`config.mk`:
```
export PLATFORM = sky130hd
export DESIGN_NAME = ptw_refill_walker
export DESIGN_NICKNAME = d
export VERILOG_FILES = /design/src/rtl/ptw_pkg.sv /design/src/rtl/ptw_addr_gen.sv /design/src/rtl/ptw_entry_fmt.sv /design/src/rtl/ptw_rr_way.sv /design/src/rtl/ptw_refill_walker.sv
export SDC_FILE = /design/constraint.sdc
export NUM_CORES = 1
export LEC_CHECK = 0
export ABC_AREA = 0
export ABC_CLOCK_PERIOD_IN_PS = 2150
export BUFFER_PORTS_ARGS = -buffer_cell sky130_fd_sc_hd__buf_2
export CORE_MARGIN = 2
export CORE_UTILIZATION = 45
export CTS_CLUSTER_DIAMETER = 40
export DETAILED_ROUTE_END_ITERATION = 7
export PLACE_DENSITY = 0.86
export SYNTH_ARGS = -nofsm -noshare
export SYNTH_HDL_FRONTEND = slang
export SYNTH_HIERARCHICAL = 1
export SYNTH_SLANG_ARGS = --single-unit
```
`constraint.sdc`:
```
create_clock -name clk -period 2.15 [get_ports clk]
set_input_delay 0.215 -clock clk [delete_from_list [all_inputs] [get_ports clk]]
set_output_delay 0.215 -clock clk [all_outputs]
set_load 0.02 [all_outputs]
```
`src/rtl/ptw_pkg.sv`:
```
package ptw_pkg;
  typedef enum logic [2:0] {
    ST_IDLE,
    ST_XLATE_PTE,
    ST_MEM_REQ,
    ST_MEM_WAIT,
    ST_INSTALL
  } walk_state_t;
endpackage

```
`src/rtl/ptw_addr_gen.sv`:
```
module ptw_addr_gen #(
  parameter int ADDR_W    = 32,
  parameter int PTE_SHIFT = 10,
  parameter int ALIGN_LG  = 2
) (
  input  logic [ADDR_W-1:0] base,
  input  logic [ADDR_W-1:0] vaddr,
  output logic [ADDR_W-1:0] pte_va
);
  localparam logic [ADDR_W-1:0] ALIGN_MASK = {ADDR_W{1'b1}} << ALIGN_LG;

  always_comb begin
    pte_va = (base | (vaddr >> PTE_SHIFT)) & ALIGN_MASK;
  end
endmodule

```
`src/rtl/ptw_entry_fmt.sv`:
```
module ptw_entry_fmt #(
  parameter int ADDR_W     = 32,
  parameter int PAGE_SHIFT = 12,
  parameter int IDX_W      = 2,
  parameter int ASID_W     = 8,
  parameter int RINGS      = 4,
  parameter int ATTR_W     = 4
) (
  input  logic [ADDR_W-1:0]         vaddr,
  input  logic [ADDR_W-1:PAGE_SHIFT] pte_ppn,
  input  logic [$clog2(RINGS)-1:0]  pte_ring,
  input  logic [ATTR_W-1:0]         pte_attr,
  input  logic [RINGS*ASID_W-1:0]   ring_asids,
  output logic [IDX_W-1:0]          idx,
  output logic [ADDR_W-PAGE_SHIFT-1:0] vpn,
  output logic [ADDR_W-PAGE_SHIFT-1:0] ppn,
  output logic [ASID_W-1:0]         asid,
  output logic [ATTR_W-1:0]         attr
);
  logic [ASID_W-1:0] asid_by_ring [RINGS];

  for (genvar g = 0; g < RINGS; g++) begin : g_ring
    assign asid_by_ring[g] = ring_asids[g*ASID_W +: ASID_W];
  end

  always_comb begin
    idx  = vaddr[PAGE_SHIFT +: IDX_W];
    vpn  = vaddr[ADDR_W-1:PAGE_SHIFT];
    ppn  = pte_ppn;
    asid = asid_by_ring[pte_ring];
    attr = pte_attr;
  end
endmodule

```
`src/rtl/ptw_rr_way.sv`:
```
module ptw_rr_way #(
  parameter int WAY_W = 2
) (
  input  logic             clk,
  input  logic             rst,
  input  logic             inc,
  output logic [WAY_W-1:0] way_next
);
  logic [WAY_W-1:0] cnt;

  assign way_next = cnt + WAY_W'(1);

  always_ff @(posedge clk) begin
    if (rst)      cnt <= '0;
    else if (inc) cnt <= way_next;
  end

  AST_WAY_STEP: assert property (@(posedge clk) disable iff (rst)
    inc |=> (cnt == WAY_W'($past(cnt) + 1)));
endmodule

```
`src/rtl/ptw_refill_walker.sv`:
```
module ptw_refill_walker
  import ptw_pkg::*;
#(
  parameter int ADDR_W     = 32,
  parameter int PAGE_SHIFT = 12,
  parameter int IDX_W      = 2,
  parameter int WAY_W      = 2,
  parameter int ASID_W     = 8,
  parameter int RINGS      = 4,
  parameter int ATTR_W     = 4,
  parameter int CAUSE_W    = 6,
  parameter int PTE_SHIFT  = 10
) (
  input  logic                         clk,
  input  logic                         rst,
  input  logic [ADDR_W-1:0]            pte_base,
  input  logic [RINGS*ASID_W-1:0]      ring_asids,
  input  logic                         miss_valid,
  input  logic [ADDR_W-1:0]            miss_vaddr,
  input  logic [CAUSE_W-1:0]           miss_cause,
  output logic                         busy,
  output logic                         done,
  output logic                         fault,
  output logic [CAUSE_W-1:0]           fault_cause,
  output logic [ADDR_W-1:0]            excv_addr,
  output logic                         probe_req,
  output logic [ADDR_W-1:0]            probe_va,
  input  logic                         probe_rsp_valid,
  input  logic                         probe_hit,
  input  logic [ADDR_W-1:0]            probe_pa,
  output logic                         mem_req_valid,
  output logic [ADDR_W-1:0]            mem_req_addr,
  input  logic                         mem_req_ready,
  input  logic                         mem_rsp_valid,
  input  logic [ADDR_W-1:0]            mem_rsp_data,
  input  logic                         mem_rsp_err,
  output logic                         wr_en,
  output logic [WAY_W-1:0]             wr_way,
  output logic [IDX_W-1:0]             wr_index,
  output logic [ADDR_W-PAGE_SHIFT-1:0] wr_vpn,
  output logic [ADDR_W-PAGE_SHIFT-1:0] wr_ppn,
  output logic [ASID_W-1:0]            wr_asid,
  output logic [ATTR_W-1:0]            wr_attr
);
  localparam int RING_W = $clog2(RINGS);
  localparam int VPN_W  = ADDR_W - PAGE_SHIFT;

  walk_state_t         state;
  logic [ADDR_W-1:0]   vaddr_q;
  logic [CAUSE_W-1:0]  cause_q;
  logic [ADDR_W-1:0]   pte_va_c;
  logic [IDX_W-1:0]    idx_c;
  logic [VPN_W-1:0]    vpn_c;
  logic [VPN_W-1:0]    ppn_c;
  logic [ASID_W-1:0]   asid_c;
  logic [ATTR_W-1:0]   attr_c;
  logic [WAY_W-1:0]    way_next;
  logic                refill_ok;

  ptw_addr_gen #(
    .ADDR_W(ADDR_W), .PTE_SHIFT(PTE_SHIFT), .ALIGN_LG(2)
  ) u_addr (
    .base(pte_base), .vaddr(miss_vaddr), .pte_va(pte_va_c)
  );

  ptw_entry_fmt #(
    .ADDR_W(ADDR_W), .PAGE_SHIFT(PAGE_SHIFT), .IDX_W(IDX_W),
    .ASID_W(ASID_W), .RINGS(RINGS), .ATTR_W(ATTR_W)
  ) u_fmt (
    .vaddr(vaddr_q),
    .pte_ppn(mem_rsp_data[ADDR_W-1:PAGE_SHIFT]),
    .pte_ring(mem_rsp_data[4 +: RING_W]),
    .pte_attr(mem_rsp_data[ATTR_W-1:0]),
    .ring_asids(ring_asids),
    .idx(idx_c), .vpn(vpn_c), .ppn(ppn_c), .asid(asid_c), .attr(attr_c)
  );

  assign refill_ok = (state == ST_MEM_WAIT) && mem_rsp_valid && !mem_rsp_err;

  ptw_rr_way #(.WAY_W(WAY_W)) u_way (
    .clk(clk), .rst(rst), .inc(refill_ok), .way_next(way_next)
  );

  always_ff @(posedge clk) begin
    if (rst) begin
      state         <= ST_IDLE;
      vaddr_q       <= '0;
      cause_q       <= '0;
      busy          <= 1'b0;
      done          <= 1'b0;
      fault         <= 1'b0;
      fault_cause   <= '0;
      excv_addr     <= '0;
      probe_req     <= 1'b0;
      probe_va      <= '0;
      mem_req_valid <= 1'b0;
      mem_req_addr  <= '0;
      wr_en         <= 1'b0;
      wr_way        <= '0;
      wr_index      <= '0;
      wr_vpn        <= '0;
      wr_ppn        <= '0;
      wr_asid       <= '0;
      wr_attr       <= '0;
    end else begin
      done      <= 1'b0;
      fault     <= 1'b0;
      probe_req <= 1'b0;
      wr_en     <= 1'b0;
      unique case (state)
        ST_IDLE: begin
          if (miss_valid) begin
            vaddr_q   <= miss_vaddr;
            cause_q   <= miss_cause;
            probe_va  <= pte_va_c;
            probe_req <= 1'b1;
            busy      <= 1'b1;
            state     <= ST_XLATE_PTE;
          end
        end
        ST_XLATE_PTE: begin
          if (probe_rsp_valid) begin
            if (probe_hit) begin
              mem_req_valid <= 1'b1;
              mem_req_addr  <= probe_pa;
              state         <= ST_MEM_REQ;
            end else begin
              fault       <= 1'b1;
              fault_cause <= cause_q;
              busy        <= 1'b0;
              state       <= ST_IDLE;
            end
          end
        end
        ST_MEM_REQ: begin
          if (mem_req_ready) begin
            mem_req_valid <= 1'b0;
            state         <= ST_MEM_WAIT;
          end
        end
        ST_MEM_WAIT: begin
          if (mem_rsp_valid) begin
            if (mem_rsp_err) begin
              fault       <= 1'b1;
              fault_cause <= cause_q;
              busy        <= 1'b0;
              state       <= ST_IDLE;
            end else begin
              wr_en    <= 1'b1;
              wr_way   <= way_next;
              wr_index <= idx_c;
              wr_vpn   <= vpn_c;
              wr_ppn   <= ppn_c;
              wr_asid  <= asid_c;
              wr_attr  <= attr_c;
              state    <= ST_INSTALL;
            end
          end
        end
        ST_INSTALL: begin
          done      <= 1'b1;
          excv_addr <= vaddr_q;
          busy      <= 1'b0;
          state     <= ST_IDLE;
        end
        default: state <= ST_IDLE;
      endcase
    end
  end

  AST_SINGLE_OUTCOME: assert property (@(posedge clk) disable iff (rst)
    !(done && fault));
  AST_WRITE_THEN_DONE: assert property (@(posedge clk) disable iff (rst)
    wr_en |=> done);
  AST_REQ_HELD: assert property (@(posedge clk) disable iff (rst)
    (mem_req_valid && !mem_req_ready) |=> (mem_req_valid && $stable(mem_req_addr)));
  AST_BUSY_COVERS: assert property (@(posedge clk) disable iff (rst)
    (probe_req || mem_req_valid || wr_en) |-> busy);
  AST_EXCV_QUIET: assert property (@(posedge clk) disable iff (rst)
    !done |-> $stable(excv_addr));
  AST_FAULT_NO_WRITE: assert property (@(posedge clk) disable iff (rst)
    fault |-> !wr_en);
  AST_PROBE_PULSE: assert property (@(posedge clk) disable iff (rst)
    probe_req |=> !probe_req);
endmodule

```
==> summary.md, run 1 <==
| Metric | Value |
|---|---|
| Final worst-path setup slack | 340 ps |
| Slowest stage delay, CP | between 700 and 800 ps |
| Primary flip-flop cell chosen by synthesis mapping | sky130_fd_sc_hd__dfxtp_1 |
| Critical path fanouts, max | 71 |
| Leftover overflow at the end of global routing | 0 |
| Post-detail-place hpwl | 15600 microns |
| Placed cell count | 1417 |
| Total core area | 18500 sq um |
| Number of core rows | 50 |
| Total setup buffers inserted after CTS | 0 |
| Global-route wire length before repair | between 40000 and 50000 microns |
| I/O Buffers | 329 |
| # fillers | 1406 |
| Peak Freq | between 500 and 600 MHz |
| Fraction of final layout cells sized beyond drive strength 1 | 0.315 |
| Vertical extent of the die | 141 microns |
| Worst-Skew Late Latency | 530 ps |
| Number of placed I/O pins | 338 |
| Count of maximum capacitance violations | 0 |
| Post-layout nets | 1494 |
| Slew Viols, Final | 0 |
| Post-synth cell types | 38 |
| Final cell count without fillers | around 1600 |
| WL final | 26900 microns |
| # clock sinks | between 200 and 250 |
| Routed wirelength normalized by instance count | 17.0 microns |
| Family of cells with the greatest summed delay on the critical path | simple AND/OR/NAND/NOR gates |
| Cell breakdown of the critical path | or4b_2, buf_12, nand2_1, a21oi_2 |
| Final period demand of the worst path | 1810 ps |
| Detailed Route Iter0 Violations | 496 |
| Via count of the first global-routing pass | between 8000 and 9000 |
| Setup Viol. Count Final | 0 |
| Result of the run | complete, no violations |
| Number of storage elements in the synthesis netlist | 207 |
| Number of flops mapped to enable cells by yosys | 0 |
| Maximum number of pins on one net before global-route repair | 72 |
| Clock tree from TritonCTS | yes |
| Worst-path cell with the longest stage delay | sky130_fd_sc_hd__or4b_2 |
| Arrival time at the worst endpoint | 2220 ps |
| Layout Skew | 21.3 ps |
| CTS Root Cell | sky130_fd_sc_hd__clkbuf_16 |
| Critical path required time | 2560 ps |
| Via count normalized by instance count | roughly 5.4 |
| Power Density | 859 nW/um^2 |
| Flip-flop and latch area | 4140 sq um |
| Post-Synthesis Cell Area | ~8400 sq um |
| Total die area | 19800 sq um |
| Maximum clock path buffer count | 3 |
| Kind of capture point of the worst setup path | flip-flop |
| Antenna violations before repair | 0 |
| First-pass iteration count of the detailed router | 4 |
| Final hold vios | 0 |
| Most numerous cell types in the synthesized netlist | 207 x sky130_fd_sc_hd__dfxtp_1, 159 x sky130_fd_sc_hd__a21oi_1, 141 x sky130_fd_sc_hd__nand2_1 |
| WP buf/inv | 1 |
| Area Overhead vs Synth | 40.7% |
| Die outline width | 141 microns |
| Class of the worst hold path | input port to flip-flop |
| Worst vdd ir | roughly 0.67 mV |
| RSZ-0062 raised after global routing | false |
| Cts bufs inserted | 30 |
| Fraction of registers with async set/reset | 0 |
| Area taken by multi-input logic gates | between 3000 and 4000 sq um |
| Initial Util | 0.455 |
| Min Hold Slack | between 20 and 25 ps |
| Lkg Pwr | 5.10 nW |
| Post-route fraction of the period consumed by the critical path | 0.842 |
| Total track usage | 0.253 |
| Sequential area share after synthesis | 0.492 |
| Post-synthesis area per instance | 8.65 sq um |
| Most used standard cell by instance count after synthesis | sky130_fd_sc_hd__dfxtp_1 |
| Worst Setup Path Type | flip-flop to flip-flop |
| Post-synthesis cell type with the largest combined area | sky130_fd_sc_hd__dfxtp_1 |
| Fin Setup TNS | 0 ps |
| Clock transition at the register clock pins on the worst setup and hold paths after CTS | 60 ps |
| Area share of the leading cell type in the synthesized netlist | 0.492 |
| Post-route antenna net violation count | 0 |
| Crit path launch type | flip-flop |
| Post-placement setup slack | ~410 ps |
| Drt drc | 0 |
| Ys Warns | 6 |
| Via count of the routed design | 8503 |
| Final weighted congestion of routability-driven global placement | 0.876 |
| Number of instances in the synthesized netlist | 973 |
| Leading cell types by total area after synthesis | sky130_fd_sc_hd__dfxtp_1 49%, sky130_fd_sc_hd__a21oi_1 9.5%, sky130_fd_sc_hd__nand2_1 6.3% |
| Htree depth | 1 |
==> cells in the final DEF, fill, tap and decap left out, types with 5 or more instances in the layout <==
cell,count
sky130_fd_sc_hd__mux4_2,8
sky130_fd_sc_hd__a21oi_1,159
sky130_fd_sc_hd__or2_1,20
sky130_fd_sc_hd__buf_4,17
sky130_fd_sc_hd__buf_12,6
sky130_fd_sc_hd__dfxtp_1,207
sky130_fd_sc_hd__nand3_1,89
sky130_fd_sc_hd__nor2_1,37
sky130_fd_sc_hd__nand2_1,141
sky130_fd_sc_hd__dlygate4sd3_1,105
sky130_fd_sc_hd__clkbuf_8,5
sky130_fd_sc_hd__buf_2,328
sky130_fd_sc_hd__clkbuf_16,31
sky130_fd_sc_hd__mux2i_1,38
sky130_fd_sc_hd__o21ai_0,88
sky130_fd_sc_hd__nand2b_1,13
==> routing by layer <==
| metal | wire (microns) | up-vias | track usage | part of all wire |
|---|---|---|---|---|
| met4 | 1070 | 0 | 0.108 | 0.040 |
| li1 | - | 3945 | - | - |
| met3 | 2140 | 84 | 0.0574 | 0.080 |
| met5 | 0 | - | 0 | 0 |
| met1 | 10400 | 4004 | 0.294 | 0.39 |
| met2 | 13300 | 470 | 0.447 | 0.49 |
==> cell type report <==
class,instances,share of cell area
Inverter,2,0.000634
Antenna cell,1,0.000211
Sequential cell,207,0.350
Clock inverter,18,0.0194
Timing Repair Buffer,457,0.249
Clock buffer,38,0.0719
Tap cell,234,0.0247
Multi-Input combinational cell,622,0.284
==> state kept, by name (all words and copies together) (netlist names), 3 cells and up <==
register,cells
state,3
cause_q,6
vaddr_q,32
fault_cause,6
wr_vpn,20
wr_ppn,20
wr_asid,8
wr_attr,4
mem_req_addr,32
probe_va,32
excv_addr,32
==> where the power goes <==
part           switching [W]  internal [W]  total [W]
clock                0.00179       0.00330    0.00509
combinational       0.000583      0.000461    0.00104
sequential         0.0000829       0.00396    0.00405
total                0.00246       0.00772     0.0102
==> repair_timing <==
action,4_1_cts,5_1_grt
endpoints found under the hold margin,105,0
gates resized for setup,0,0
hold buffers,105,0
==> through the flow <==
stage | util | cell area, sq um | power, W
4_1_cts | 0.640 | 11800 | 0.0102
2_1_floorplan | - | 8420 | 0.00473
3_3_place_gp | 0.525 | 9710 | 0.00496
3_5_place_dp | 0.525 | 9710 | 0.00497
5_1_grt | 0.640 | 11800 | 0.0105
6_report | 0.640 | 11800 | 0.0102
==> cells by family (layout without fill, tap and decap cells) <==
kind of cell              Yosys count  after routing  synth area share
DFF                               207            207             0.492
muxes                              47             47            0.0679
other                               1              3          0.000445
AOI/OAI and AO/OA                 254            254             0.155
and+or+nand+nor                   317            317             0.173
xor gates and xnor gates            2              2           0.00208
buffers and inverters             145            515             0.109
==> final timing paths <==
path,slack (ps),cells after the start,startpoint,endpoint
max,340,4,state[2],probe_va[12]
min reg2reg,450,2,probe_va[27],probe_va[27]
min,20,4,pte_base[14],probe_va[14]
max reg2reg,340,4,state[2],probe_va[12]
==> worst register-to-register path, cell delays in order, from the launching register on <==
cell and delay [ps]:
sky130_fd_sc_hd__dfxtp_1 420, sky130_fd_sc_hd__or4b_2 750, sky130_fd_sc_hd__buf_12 210, sky130_fd_sc_hd__nand2_1 260, sky130_fd_sc_hd__a21oi_2 80
Power figures use the tool's default switching activity.
==> inputs of run 2 (changes only) <==
ABC_CLOCK_PERIOD_IN_PS = 1600   (was 2150)
CORE_UTILIZATION = 44   (was 45)
PLACE_DENSITY = 0.88   (was 0.86)
clock period = 1.6 ns   (was 2.15 ns; I/O delays follow)
==> summary.md, run 2 (synthesis results as in run 1) <==
| Metric | Value |
|---|---|
| Setup Viol. Count Final | 0 |
| Routed wirelength normalized by instance count | around 19 microns |
| Cts bufs inserted | 30 |
| Highest-count cells in the layout ignoring fill and taps | 328 x sky130_fd_sc_hd__buf_2, 207 x sky130_fd_sc_hd__dfxtp_1, 159 x sky130_fd_sc_hd__a21oi_1 |
| Reg2reg path depth | 4 |
| CTS Root Cell | sky130_fd_sc_hd__clkbuf_16 |
| Final period demand of the worst path | 1530 ps |
| Arrival time at the worst endpoint | approximately 1900 ps |
| Fraction of final layout cells sized beyond drive strength 1 | 0.315 |
| Pin slew with the least headroom to its limit | 511 ps |
| Total track usage | 0.277 |
| Critical path required time | 2010 ps |
| Post-route cell area | 12200 sq um |
| Antenna violations before repair | 4 |
| Post-placement setup slack | 1.98 ps |
| Number of placed I/O pins | 338 |
| Peak Freq | between 600 and 700 MHz |
| Final hold vios | 0 |
| Power Density | 1110 nW/um^2 |
| WL final | 30200 microns |
| Global-route wire length before repair | ~45000 microns |
| Final weighted congestion of routability-driven global placement | ~0.86 |
| Result of the run | complete, no violations |
| Critical path fanouts, max | 31 |
| Post-layout nets | 1522 |
| Final worst-path setup slack | between 60 and 70 ps |
| Worst-path cell with the longest stage delay | sky130_fd_sc_hd__or4b_4 |
| Lkg Pwr | 5.27 nW |
| Maximum clock path buffer count | 3 |
| Total die area | 20300 sq um |
| Via count of the routed design | 8800 |
| Initial Util | 0.449 |
| Number of core rows | 50 |
| Placed Instance Area | 9840 sq um |
| RSZ-0062 raised after global routing | false |
| Slowest stage delay, CP | 590 ps |
| Vertical extent of the die | 142 microns |
| Clock tree from TritonCTS | yes |
| Detailed Route Iter0 Violations | a little under 600 |
| # clock sinks | slightly above 200 |
| Clock transition at the register clock pins on the worst setup and hold paths after CTS | around 60 ps |
| Via count of the first global-routing pass | 8736 |
| Slew Viols, Final | 0 |
| Remaining max-slew budget at the tightest pin | 0.660 |
| Via count normalized by instance count | 5.46 |
| Hold path cells | 3 |
| Htree depth | 1 |
| Kind of capture point of the worst setup path | flip-flop |
| Drt drc | 0 |
| Post-detail-place hpwl | 16300 microns |
| Crit path launch type | flip-flop |
| Post-route fraction of the period consumed by the critical path | 0.957 |
| Fin Setup TNS | 0 ps |
| Die outline width | 142 microns |
| Area Overhead vs Synth | 45.2% |
| Maximum number of pins on one net before global-route repair | 64 |
| Total core area | 18800 sq um |
| Worst-Skew Late Latency | 530 ps |
| I/O Buffers | 329 |
| Layout Skew | 16.3 ps |
| Most frequent standard cell in the layout excluding fill and tap cells | sky130_fd_sc_hd__buf_2 |
| Count of maximum capacitance violations | 0 |
| Worst Setup Path Type | flip-flop to flip-flop |
| Worst vdd ir | 0.840 mV |
| First-pass iteration count of the detailed router | 5 |
| Leftover overflow at the end of global routing | 0 |
| Post-route antenna net violation count | 0 |
| Class of the worst hold path | input port to flip-flop |
| Cell breakdown of the critical path | or4b_4, bufbuf_16, nand2_1, a21oi_1 |
| # fillers | 1359 |
==> run 2: repair_timing <==
item                                    in CTS  in global routing
pin swaps                                    0                  2
endpoints found under the setup margin       3                 31
gates resized for setup                      1                  5
cloned                                       1                  1
buffers inserted                             0                  2
hold buffers                               124                  0
hold endpoints to repair                   124                  0
==> run 2: power breakdown <==
group	switching, W	internal, W	leakage, nW
combinational	0.000858	0.000722	3.08
clock	0.00239	0.00414	0.504
sequential	0.000117	0.00533	1.68
==> run 2: per-layer routing <==
layer,track usage,part of all wire,vias to the layer above
met3,0.0720,0.088,150
met4,0.155,0.059,0
met2,0.490,0.49,551
li1,-,-,4000
met5,0,0,-
met1,0.301,0.36,4099
==> run 2: final cells by class <==
cell class	count	area, sq um	area share
Timing Repair Buffer	485	3360	0.275
Clock buffer	40	870	0.0711
Inverter	2	7.51	0.000614
Clock inverter	16	155	0.0127
Antenna cell	6	15.0	0.00123
Tap cell	234	293	0.0239
Multi-Input combinational cell	622	3380	0.276
Sequential cell	207	4140	0.339
==> run 2: worst max-delay path, delay by kind of cell (launching register included) <==
family,cells,cell delay (ps)
AOI/OAI and AO/OA,1,90
DFF,1,310
and+or+nand+nor,2,680
buffers and inverters,1,340
==> run 2: path summary, 6_finish.rpt <==
check | from | to | slack (ps)
worst min-delay path | probe_rsp_valid | state[0] | 30
worst max register to register | state[2] | vaddr_q[2] | 70
worst min register to register | probe_va[5] | probe_va[5] | 450
worst max-delay path | state[2] | vaddr_q[2] | 70
==> run 2: stage by stage <==
stage / instances / utilization / hold slack [ps] / total power (W)
after floorplan: 974 / - / 229 / 0.00635
after global placement: 1422 / 0.524 / 386 / 0.00670
after detailed placement: 1422 / 0.524 / 405 / 0.00673
after CTS: 1603 / 0.647 / 5.77 / 0.0135
after global routing: 1610 / 0.651 / 40.7 / 0.0140
final: 1612 / 0.652 / 25.7 / 0.0136
